--- config.mk ---
export PLATFORM = sky130hd
export DESIGN_NAME = edo_cmd_decoder
export DESIGN_NICKNAME = d
export VERILOG_FILES = /design/src/rtl/edo_dec_pkg.sv /design/src/rtl/edo_pin_sync.sv /design/src/rtl/edo_strobe_merge.sv /design/src/rtl/edo_byte_drive.sv /design/src/rtl/edo_cycle_classifier.sv /design/src/rtl/edo_cmd_decoder.sv
export SDC_FILE = /design/constraint.sdc
export NUM_CORES = 1
export LEC_CHECK = 0
export ABC_AREA = 0
export BUFFER_PORTS_ARGS = -buffer_cell sky130_fd_sc_hd__buf_2
export CAP_MARGIN = 10
export CORE_MARGIN = 2
export CORE_UTILIZATION = 28
export DETAILED_ROUTE_END_ITERATION = 16
export HOLD_SLACK_MARGIN = 0.1
export PLACE_DENSITY_LB_ADDON = 0.25
export SETUP_SLACK_MARGIN = 0.4
export SLEW_MARGIN = 25
export SYNTH_ARGS = -nofsm -noshare
export SYNTH_HDL_FRONTEND = slang
export SYNTH_SLANG_ARGS = --single-unit
--- constraint.sdc ---
create_clock -name clk -period 1.8 [get_ports clk]
set_input_delay 0.36 -clock clk [delete_from_list [all_inputs] [get_ports clk]]
set_output_delay 0.36 -clock clk [all_outputs]
set_load 0.005 [all_outputs]
--- src/rtl/edo_dec_pkg.sv ---
package edo_dec_pkg;
  localparam int NUM_BYTES = 2;
  localparam int NUM_CYC   = 7;

  typedef enum logic [NUM_CYC-1:0] {
    CYC_NONE = 7'b0000000,
    CYC_READ = 7'b0000001,
    CYC_EWR  = 7'b0000010,
    CYC_LWR  = 7'b0000100,
    CYC_RMW  = 7'b0001000,
    CYC_ROR  = 7'b0010000,
    CYC_CBR  = 7'b0100000,
    CYC_HID  = 7'b1000000
  } cyc_code_t;

  typedef enum logic [1:0] {
    ST_IDLE,
    ST_ROW,
    ST_ACC,
    ST_REF
  } dec_state_t;

  // asserted-high pin levels after inversion
  typedef struct packed {
    logic                 ras;
    logic [NUM_BYTES-1:0] bcas;   // bit 1 upper, bit 0 lower
    logic                 we;
    logic                 oe;
  } pin_lvl_t;

  // synchronized levels plus detected edges
  typedef struct packed {
    logic                 ras;
    logic                 cas_any;
    logic                 cas_prev;
    logic                 ras_fall;  // pin went low (asserted)
    logic                 ras_rise;  // pin went high (released)
    logic                 cas_fall;
    logic                 we_fall;
    logic                 we;
    logic                 oe;
    logic [NUM_BYTES-1:0] bcas;
  } pin_evt_t;
endpackage

--- src/rtl/edo_pin_sync.sv ---
module edo_pin_sync #(
  parameter int WIDTH  = 5,
  parameter int STAGES = 2
) (
  input  logic             clk,
  input  logic             rst_n,
  input  logic [WIDTH-1:0] async_in,
  output logic [WIDTH-1:0] sync_out
);
  logic [WIDTH-1:0] stage_q [STAGES];

  always_ff @(posedge clk or negedge rst_n) begin
    if (!rst_n) begin
      for (int s = 0; s < STAGES; s++) stage_q[s] <= '0;
    end else begin
      stage_q[0] <= async_in;
      for (int s = 1; s < STAGES; s++) stage_q[s] <= stage_q[s-1];
    end
  end

  assign sync_out = stage_q[STAGES-1];
endmodule

--- src/rtl/edo_strobe_merge.sv ---
module edo_strobe_merge
  import edo_dec_pkg::*;
(
  input  logic     clk,
  input  logic     rst_n,
  input  pin_lvl_t lvl,
  output pin_evt_t ev
);
  logic ras_q, cas_q, we_q;
  logic cas_any_w;

  assign cas_any_w = |lvl.bcas;

  always_ff @(posedge clk or negedge rst_n) begin
    if (!rst_n) begin
      ras_q <= 1'b0;
      cas_q <= 1'b0;
      we_q  <= 1'b0;
    end else begin
      ras_q <= lvl.ras;
      cas_q <= cas_any_w;
      we_q  <= lvl.we;
    end
  end

  always_comb begin
    ev.ras      = lvl.ras;
    ev.cas_any  = cas_any_w;
    ev.cas_prev = cas_q;
    ev.ras_fall = lvl.ras & ~ras_q;
    ev.ras_rise = ~lvl.ras & ras_q;
    ev.cas_fall = cas_any_w & ~cas_q;
    ev.we_fall  = lvl.we & ~we_q;
    ev.we       = lvl.we;
    ev.oe       = lvl.oe;
    ev.bcas     = lvl.bcas;
  end
endmodule

--- src/rtl/edo_byte_drive.sv ---
module edo_byte_drive
  import edo_dec_pkg::*;
(
  input  logic                 clk,
  input  logic                 rst_n,
  input  pin_evt_t             ev,
  input  logic                 read_phase,
  output logic [NUM_BYTES-1:0] drv
);
  generate
    for (genvar b = 0; b < NUM_BYTES; b++) begin : g_lane
      logic set_c, clr_c;
      assign set_c = read_phase && ev.ras && ev.oe && !ev.we && ev.bcas[b];
      assign clr_c = !ev.oe || ev.we || (!ev.ras && !ev.bcas[b]);

      always_ff @(posedge clk or negedge rst_n) begin
        if (!rst_n)      drv[b] <= 1'b0;
        else if (clr_c)  drv[b] <= 1'b0;
        else if (set_c)  drv[b] <= 1'b1;
      end

      // a lane only drives after output enable low and write enable high
      a_r9_drive_needs_oe: assert property (@(posedge clk) disable iff (!rst_n)
        drv[b] |-> ($past(ev.oe) && !$past(ev.we)));
      // row strobe and lane strobe both released turns the lane off
      a_r10_release: assert property (@(posedge clk) disable iff (!rst_n)
        (!ev.ras && !ev.bcas[b]) |=> !drv[b]);
    end
  endgenerate
endmodule

--- src/rtl/edo_cycle_classifier.sv ---
module edo_cycle_classifier
  import edo_dec_pkg::*;
#(
  parameter int ROW_W = 10
) (
  input  logic             clk,
  input  logic             rst_n,
  input  pin_evt_t         ev,
  input  logic             any_drive,
  output logic             row_latch,
  output logic             col_latch,
  output logic             wdata_latch,
  output logic             refresh_req,
  output logic [ROW_W-1:0] refresh_row,
  output cyc_code_t        cycle_code,
  output logic             cycle_valid,
  output logic             read_phase
);
  dec_state_t       st;
  cyc_code_t        cls;
  logic             hidden_q;
  logic             hold_q;
  logic             drove_q;
  logic [ROW_W-1:0] ctr;

  assign read_phase = (st == ST_ACC) && (cls == CYC_READ);

  always_ff @(posedge clk or negedge rst_n) begin
    if (!rst_n) begin
      st          <= ST_IDLE;
      cls         <= CYC_NONE;
      hidden_q    <= 1'b0;
      hold_q      <= 1'b0;
      drove_q     <= 1'b0;
      ctr         <= '0;
      row_latch   <= 1'b0;
      col_latch   <= 1'b0;
      wdata_latch <= 1'b0;
      refresh_req <= 1'b0;
      refresh_row <= '0;
      cycle_code  <= CYC_NONE;
      cycle_valid <= 1'b0;
    end else begin
      row_latch   <= 1'b0;
      col_latch   <= 1'b0;
      wdata_latch <= 1'b0;
      refresh_req <= 1'b0;
      cycle_valid <= 1'b0;
      if (!ev.cas_any) hold_q <= 1'b0;

      unique case (st)
        ST_IDLE: begin
          if (ev.ras_fall) begin
            if (ev.cas_prev) begin
              refresh_req <= 1'b1;
              refresh_row <= ctr;
              ctr         <= ctr + 1'b1;
              hidden_q    <= hold_q;
              st          <= ST_REF;
            end else begin
              row_latch <= 1'b1;
              drove_q   <= 1'b0;
              st        <= ST_ROW;
            end
          end
        end
        ST_ROW: begin
          if (ev.ras_rise) begin
            cycle_valid <= 1'b1;
            cycle_code  <= CYC_ROR;
            st          <= ST_IDLE;
          end else if (ev.cas_any) begin
            col_latch <= 1'b1;
            st        <= ST_ACC;
            if (ev.we) begin
              cls         <= CYC_EWR;
              wdata_latch <= 1'b1;
            end else begin
              cls <= CYC_READ;
            end
          end
        end
        ST_ACC: begin
          if (ev.ras_rise) begin
            cycle_valid <= 1'b1;
            cycle_code  <= cls;
            st          <= ST_IDLE;
            if (ev.cas_any) hold_q <= 1'b1;
          end else begin
            if (any_drive) drove_q <= 1'b1;
            if (ev.cas_fall) begin
              col_latch <= 1'b1;
              if (ev.we) wdata_latch <= 1'b1;
            end else if (ev.we_fall && ev.cas_any) begin
              wdata_latch <= 1'b1;
              if (cls == CYC_READ) cls <= drove_q ? CYC_RMW : CYC_LWR;
            end
          end
        end
        ST_REF: begin
          if (ev.ras_rise) begin
            cycle_valid <= 1'b1;
            cycle_code  <= hidden_q ? CYC_HID : CYC_CBR;
            st          <= ST_IDLE;
          end
        end
        default: st <= ST_IDLE;
      endcase
    end
  end

  // the report is a single-cycle pulse carrying a one-hot code
  a_r11_valid_pulse: assert property (@(posedge clk) disable iff (!rst_n)
    cycle_valid |=> !cycle_valid);
  a_r11_code_onehot: assert property (@(posedge clk) disable iff (!rst_n)
    cycle_valid |-> $onehot(cycle_code));
  // a counter refresh never opens a row from the address pins
  a_r2_no_row_on_refresh: assert property (@(posedge clk) disable iff (!rst_n)
    refresh_req |-> (!row_latch && !col_latch));
  // the counter moves only with a refresh request
  a_r3_counter_moves_on_refresh: assert property (@(posedge clk) disable iff (!rst_n)
    !$stable(ctr) |-> refresh_req);
endmodule

--- src/rtl/edo_cmd_decoder.sv ---
module edo_cmd_decoder
  import edo_dec_pkg::*;
#(
  parameter int ROW_W     = 10,
  parameter int SYNC_DEPTH = 2
) (
  input  logic             clk,
  input  logic             rst_n,
  input  logic             row_strobe_n,
  input  logic             col_strobe_up_n,
  input  logic             col_strobe_lo_n,
  input  logic             wr_en_n,
  input  logic             out_en_n,
  output logic             row_latch,
  output logic             col_latch,
  output logic             wdata_latch,
  output logic             refresh_req,
  output logic [ROW_W-1:0] refresh_row,
  output logic [1:0]       byte_drive,
  output logic [6:0]       cycle_code,
  output logic             cycle_valid
);
  localparam int LVL_W = $bits(pin_lvl_t);

  pin_lvl_t         raw_lvl, sync_lvl;
  logic [LVL_W-1:0] sync_vec;
  pin_evt_t         ev;
  logic             read_phase;
  logic [NUM_BYTES-1:0] drv;
  cyc_code_t        code_w;

  always_comb begin
    raw_lvl.ras  = ~row_strobe_n;
    raw_lvl.bcas = {~col_strobe_up_n, ~col_strobe_lo_n};
    raw_lvl.we   = ~wr_en_n;
    raw_lvl.oe   = ~out_en_n;
  end

  edo_pin_sync #(.WIDTH(LVL_W), .STAGES(SYNC_DEPTH)) u_sync (
    .clk      (clk),
    .rst_n    (rst_n),
    .async_in (raw_lvl),
    .sync_out (sync_vec)
  );

  assign sync_lvl = pin_lvl_t'(sync_vec);

  edo_strobe_merge u_merge (
    .clk   (clk),
    .rst_n (rst_n),
    .lvl   (sync_lvl),
    .ev    (ev)
  );

  edo_cycle_classifier #(.ROW_W(ROW_W)) u_class (
    .clk         (clk),
    .rst_n       (rst_n),
    .ev          (ev),
    .any_drive   (|drv),
    .row_latch   (row_latch),
    .col_latch   (col_latch),
    .wdata_latch (wdata_latch),
    .refresh_req (refresh_req),
    .refresh_row (refresh_row),
    .cycle_code  (code_w),
    .cycle_valid (cycle_valid),
    .read_phase  (read_phase)
  );

  edo_byte_drive u_drive (
    .clk        (clk),
    .rst_n      (rst_n),
    .ev         (ev),
    .read_phase (read_phase),
    .drv        (drv)
  );

  assign byte_drive = drv;
  assign cycle_code = code_w;

  // data is never captured while a lane is driving
  a_r5_no_drive_at_capture: assert property (@(posedge clk) disable iff (!rst_n)
    wdata_latch |-> (byte_drive == 2'b00));
  // no lane starts driving on a refresh request
  a_r2_quiet_on_refresh: assert property (@(posedge clk) disable iff (!rst_n)
    (refresh_req && $past(byte_drive) == 2'b00) |-> (byte_drive == 2'b00));
endmodule

==> summary.md, run 1 <==
| Metric | Value |
|---|---|
| Outcome | `finished, violations left` |
| Failing checks | `setup timing` |
| Tcrit/Tclk final | `101.4%` |
| Critical Path RT | `2.00 ns` |
| Setup TNS | `-0.02548 ns` |
| Max Root-Sink Buffers | `2` |
| R2R Setup Slk | `-0.03 ns` |
| Design area | `0.003249 sq mm` |
| GRT Util Overall | `11.82%` |
| Hold Path Origin | `col_strobe_up_n` |
| Clock transition at path regs | `0.10 ns` |
| Top cells by area, synth | `dfrtp_1 (62%), nand2_1 (9.3%), ha_1 (3.3%)` |
| Critical Setup Path Class | `reg -> reg` |
| Syn Inst Count | `215` |
| Vias | `1704` |
| Reg2Reg Depth | `4` |
| Async SR Flop Fraction | `100.0%` |
| Max Cap Viol | `0` |
| Max VDD drop | `433.5 uV` |
| Non-Filler Instances | `384` |
| Critical Path Max Stage Delay | `0.54 ns` |
| Final Critical Period | `1.825 ns` |
| Cell Chain, Critical Path | `or4b_4, or4_4, a21o_1, a22o_1` |
| EDFF count, synth | `0` |
| N_diodes | `0` |
| H-tree levels | `2` |
| Dpl cell area | `0.002630 sq mm` |
| Via density per instance | `4.438` |
| Initial Util | `28.98%` |
| Router iterations before antenna repair | `4` |
| Post-route setup slack | `-0.02548 ns` |
| Hold Vio Cnt, Final | `0` |
| Hold Path Sink | `u_sync.stage_q[8]` |
| Synth Register Bits | `56` |
| Routed Antenna Nets | `0` |
| Setup Skew | `0.008046 ns` |
| Root Buffer Master | `clkbuf_8` |
| Largest net degree at the start of global routing | `57` |
| Syn Std Cell Area | `0.002251 sq mm` |
| Commonest cells post-synth | `dfrtp_1 (56), nand2_1 (56), inv_1 (13)` |
| DR iter-0 viols | `89` |
| Slew Viols, Final | `0` |
| Core region area | `0.007767 sq mm` |
| Register area share after synthesis | `62.26%` |
| WL final | `4.809 mm` |
| Hold Path Cell Cnt | `2` |
| Yosys top cell area share | `62.26%` |
| P_leak | `0.001613 uW` |
| CTS tree | `built` |
| DPL Wire Length | `2.948 mm` |
| DRC | `0` |
| Hold Path Class | `in -> reg` |
| Vias in the first global route | `1706` |
| First-pass GRT wire length | `8.135 mm` |
| Number of buffers created by CTS | `5` |
| Layout cell share with drive strength beyond 1 | `47.16%` |
| Count of final setup violators | `1` |
| Global route total overflow | `0` |
| Maximum fanout along the worst path | `3` |
| Worst-skew pair later-pin latency | `0.31 ns` |
| Rows | `32` |
| CP Capture Type | `flip-flop` |
| Max_slew headroom | `72.51%` |
| Placer congestion estimate | `0.8077` |
| # clock sinks | `56` |
| P per Cell Area | `1360 mW/mm^2` |
| Dominant synthesized flop cell | `dfrtp_1` |
| Critical Path Slowest Stage Cell | `or4b_4` |
| Measured slew at the worst slew-check pin | `0.4108 ns` |
| Die Area | `0.008772 sq mm` |
| RR Endpoint | `u_class.cls[0]` |
| Max Fclk | `547.8 MHz` |
| Syn Nets | `228` |
| RSZ-0062 raised after global routing | `yes` |
| Largest area contributor in the netlist | `dfrtp_1` |
| FF-to-FF Start | `u_class.cls[1]` |
| Worst setup SP type | `flip-flop` |
| Placed cell count | `351` |
| Area grow syn2layout | `44.36%` |
| Routed wire length per instance | `12.52 um` |
| Number of antenna violations at the first check in global routing | `0` |
| Die Wd | `93.66 um` |
| Distinct cells, synth | `34` |
| Port buffer count | `30` |
| Yosys warns | `0` |
| Top-Level Pins | `31` |
| Arrival time at the worst endpoint | `2.03 ns` |
| Syn avg cell area | `10.47 sq um` |
| Nets@finish | `294` |
| Die H | `93.66 um` |
routing by layer:
| metal | vias up | wire [um] | global-route usage, % |
|---|---|---|---|
| li1 | 842 | - | - |
| met1 | 824 | 2338 | 16.22 |
| met2 | 33 | 2201 | 18.47 |
| met3 | 5 | 184 | 2.488 |
| met4 | 0 | 85 | 4.348 |
| met5 | - | 0 | 0 |
registers in the layout, indices dropped and copies added, names as in the netlist:
signal / flops
u_class.cycle_code: 7
u_class.hidden_q: 1
u_class.cls: 4
u_class.row_latch: 1
u_class.ctr: 10
u_drive.drv: 2
u_sync.stage_q: 5
u_class.cycle_valid: 1
u_class.col_latch: 1
u_class.refresh_req: 1
u_class.refresh_row: 10
u_merge.we_q: 1
u_sync.sync_out: 5
u_class.st: 2
u_class.wdata_latch: 1
u_merge.ras_q: 1
u_class.drove_q: 1
u_merge.cas_q: 1
u_class.hold_q: 1
how the worst max path moves through the flow:
stage               slack (ns)      startpoint        endpoint
floorplan                 0.04  u_class.cls[1]  u_class.cls[0]
global placement          0.02  u_class.cls[1]  u_class.cls[0]
detailed placement       0.006  u_class.cls[3]  u_class.cls[0]
CTS                      -0.01  u_class.cls[1]  u_class.cls[0]
global route             -0.09  u_class.cls[1]  u_class.cls[0]
finish                   -0.03  u_class.cls[1]  u_class.cls[0]
area by class of cell:
class	count	area (sq um)
fill	803	4518
sequential	56	1401
multi-input combinational	138	1050
timing repair buffer	66	521.8
tap	102	127.6
clock buffer	5	68.82
inverter	14	57.56
clock inverter	3	22.52
cell usage in the layout (no fill, tap or decap), drive strengths merged, types with 2 or more instances in the layout:
cell,instances
inv,15
mux2,2
nand2,56
clkbuf,5
a211oi,3
ha,6
o21ai,12
dfrtp,56
xor2,2
buf,65
nor2,12
xnor2,7
a21oi,7
nand4,5
o22a,2
nand2b,3
clkinv,2
nor3,4
nor4,2
critical path: cells and delay by family (launching register included):
family,cells,cell delay [ns]
AO/OA/AOI/OAI,2,0.34
flip-flops,1,0.39
AND/OR/NAND/NOR,2,0.99
timing repair:
action,in CTS,in global routing
buffers inserted,20,3
endpoints found under the hold margin,56,0
cloned,0,1
pin swaps,26,29
hold buffers,1,0
setup endpoints to repair,29,38
resized for setup,46,49
report_power, final:
part	internal, uW	switching (uW)	total (uW)	leakage [uW]
Combinational	1110	934	2050	0.000839
Clock	280	415	695	0.0000485
Sequential	1480	201	1680	0.000725
Total	2870	1550	4420	0.00161
kinds of logic (layout without fill, tap and decap cells):
| kind of cell | after synthesis | in the layout | share of synthesized area, % |
|---|---|---|---|
| adder cells (fa/ha/maj) | 6 | 6 | 3.335 |
| multiplexers | 2 | 2 | 1.000 |
| AO/OA/AOI/OAI | 33 | 33 | 9.117 |
| flip-flops | 56 | 56 | 62.26 |
| buffers and inverters | 21 | 88 | 3.502 |
| AND/OR/NAND/NOR | 88 | 88 | 17.29 |
| XOR/XNOR | 9 | 9 | 3.502 |
metrics by stage:
stage | utilization, % | power (uW) | setup slack (ns) | hold WS, ns
2_1_floorplan | - | 2457 | 0.03676 | 0.06441
3_3_place_gp | 33.86 | 2788 | 0.02415 | 0.3328
3_5_place_dp | 33.86 | 2802 | 0.006152 | 0.3347
4_1_cts | 39.43 | 4104 | -0.01426 | 0.1600
5_1_grt | 41.83 | 4746 | -0.09094 | 0.1486
6_report | 41.83 | 4419 | -0.02548 | 0.1736
Note: power is estimated with default switching activity, not from simulation.
==> run 2: changes to the inputs <==
- clock period: 1.8 -> 1.75 ns (I/O delays scaled with it)
==> summary.md, run 2 (synthesis gave the netlist of run 1 again) <==
| Metric | Value |
|---|---|
| Post-route setup slack | `-0.08856 ns` |
| DRC | `0` |
| Failing checks | `setup timing` |
| Area grow syn2layout | `51.42%` |
| DP Worst Slack | `-0.05093 ns` |
| Placed cell count | `353` |
| Dpl cell area | `0.002645 sq mm` |
| Max VDD drop | `489.6 uV` |
| DPL Wire Length | `2.994 mm` |
| Global route total overflow | `0` |
| Hold Vio Cnt, Final | `0` |
| H-tree levels | `2` |
| Placer congestion estimate | `0.7783` |
| # clock sinks | `56` |
| Setup Skew | `0.006389 ns` |
| Core region area | `0.007767 sq mm` |
| Rows | `32` |
| Top Registers | `u_class.ctr: 10 flops, u_class.refresh_row: 10 flops, u_class.cycle_code: 7 flops` |
| First-pass GRT wire length | `8.590 mm` |
| Root Buffer Master | `clkbuf_8` |
| Router iterations before antenna repair | `4` |
| Non-Filler Instances | `389` |
| Number of buffers created by CTS | `5` |
| Setup crit end | `u_class.cls[0]` |
| Count of final setup violators | `3` |
| Die Area | `0.008772 sq mm` |
| Maximum fanout along the worst path | `3` |
| Commonest cells after routing, fill and taps aside | `dfrtp_1 (55), buf_2 (30), nand2_1 (29), nand2_2 (22), buf_6 (18)` |
| CP Capture Type | `flip-flop` |
| Design area | `0.003408 sq mm` |
| Die H | `93.66 um` |
| P per Cell Area | `1395 mW/mm^2` |
| Filler cells | `753` |
| Routed Antenna Nets | `0` |
| FF-to-FF Start | `u_class.cls[1]` |
| Clock transition at path regs | `0.10 ns` |
| Via density per instance | `4.504` |
| Top-Level Pins | `31` |
| DR iter-0 viols | `55` |
| Max Cap Viol | `0` |
| Hold Path Class | `in -> reg` |
| Vias | `1752` |
| N_diodes | `0` |
| Arrival time at the worst endpoint | `2.04 ns` |
| Number of antenna violations at the first check in global routing | `0` |
| Worst-skew pair later-pin latency | `0.30 ns` |
| RR Endpoint | `u_class.cls[0]` |
| Reg2Reg Depth | `4` |
| Critical Setup Path Class | `reg -> reg` |
| WL final | `5.141 mm` |
| Port buffer count | `30` |
| Final core utilization | `43.88%` |
| RSZ-0062 raised after global routing | `yes` |
| Routed wire length per instance | `13.22 um` |
| Final Critical Period | `1.839 ns` |
| Die Wd | `93.66 um` |
| Crit path from | `u_class.cls[1]` |
| Max Root-Sink Buffers | `2` |
| Vias in the first global route | `1736` |
| Outcome | `finished, violations left` |
| R2R Setup Slk | `-0.09 ns` |
| Max_slew headroom | `75.61%` |
| CTS tree | `built` |
| Worst setup SP type | `flip-flop` |
| Slew Viols, Final | `0` |
| Measured slew at the worst slew-check pin | `0.3642 ns` |
| P_leak | `0.001644 uW` |
| Commonest non-fill, non-tap cell in the layout | `dfrtp_1` |
| Critical Path RT | `1.95 ns` |
| Tcrit/Tclk final | `105.1%` |
| Largest net degree at the start of global routing | `57` |
| Layout cell share with drive strength beyond 1 | `50.52%` |
| Max Fclk | `543.9 MHz` |
| Initial Util | `28.98%` |
| Nets@finish | `299` |
| GRT Util Overall | `12.56%` |
run 2: cell types whose count changed in the layout (fill, tap and decap cells not counted), sizes merged:
cell	delta
clkinv	-1
inv	-1
buf	+4
clkbuf	+1
bufinv	+1
o21bai	+1
run 2: worst min path at each step:
stage          depth (start not counted)  slack [ns]              start            endpoint
2_1_floorplan                          0        0.05              rst_n      u_class.cls[0]
3_3_place_gp                           0        0.33  u_sync.stage_q[7]  u_sync.sync_out[2]
3_5_place_dp                           0        0.34  u_sync.stage_q[7]  u_sync.sync_out[2]
4_1_cts                                2        0.16    col_strobe_lo_n   u_sync.stage_q[7]
5_1_grt                                2        0.16           out_en_n   u_sync.stage_q[5]
6_report                               2        0.18            wr_en_n   u_sync.stage_q[6]
run 2: per-layer routing:
layer	track usage, %	share of wire (%)
met3	2.729	3.8
met1	16.79	46
met4	3.744	1.1
met5	0	0
met2	20.56	49
run 2: worst max-delay path, stage by stage (launching register included):
cell and delay (ns):
dfrtp_1 0.39, or4b_4 0.54, or4_4 0.44, a21o_1 0.18
a22o_1 0.18
run 2: through the flow:
| stage | setup TNS, ns | hold WS [ns] | total power (uW) |
|---|---|---|---|
| 2_1_floorplan | -0.01324 | 0.05441 | 2530 |
| 3_3_place_gp | -0.02574 | 0.3326 | 2912 |
| 3_5_place_dp | -0.05881 | 0.3362 | 2931 |
| 4_1_cts | -0.1433 | 0.1648 | 4517 |
| 5_1_grt | -0.3657 | 0.1582 | 5065 |
| 6_report | -0.1956 | 0.1773 | 4753 |
run 2: area by class of cell:
cell class	instances	area [sq um]	share of cell area, %
clock inverter	2	35.03	1.028
timing repair buffer	70	580.6	17.03
clock buffer	6	72.57	2.129
tap	102	127.6	3.744
multi-input combinational	139	1130	33.15
inverter	14	60.06	1.762
sequential	56	1403	41.15
run 2: report_power, final:
| group | switching, uW | internal [uW] |
|---|---|---|
| clock network | 401 | 425 |
| logic | 1030 | 1170 |
| registers | 201 | 1520 |
| total | 1640 | 3120 |
run 2: repair_timing:
action,in CTS,in global routing
resized for setup,76,39
hold endpoints to repair,56,0
gates cloned,1,0
setup endpoints to repair,38,39
pin swaps,30,28
hold buffers,1,0
buffers inserted,17,9
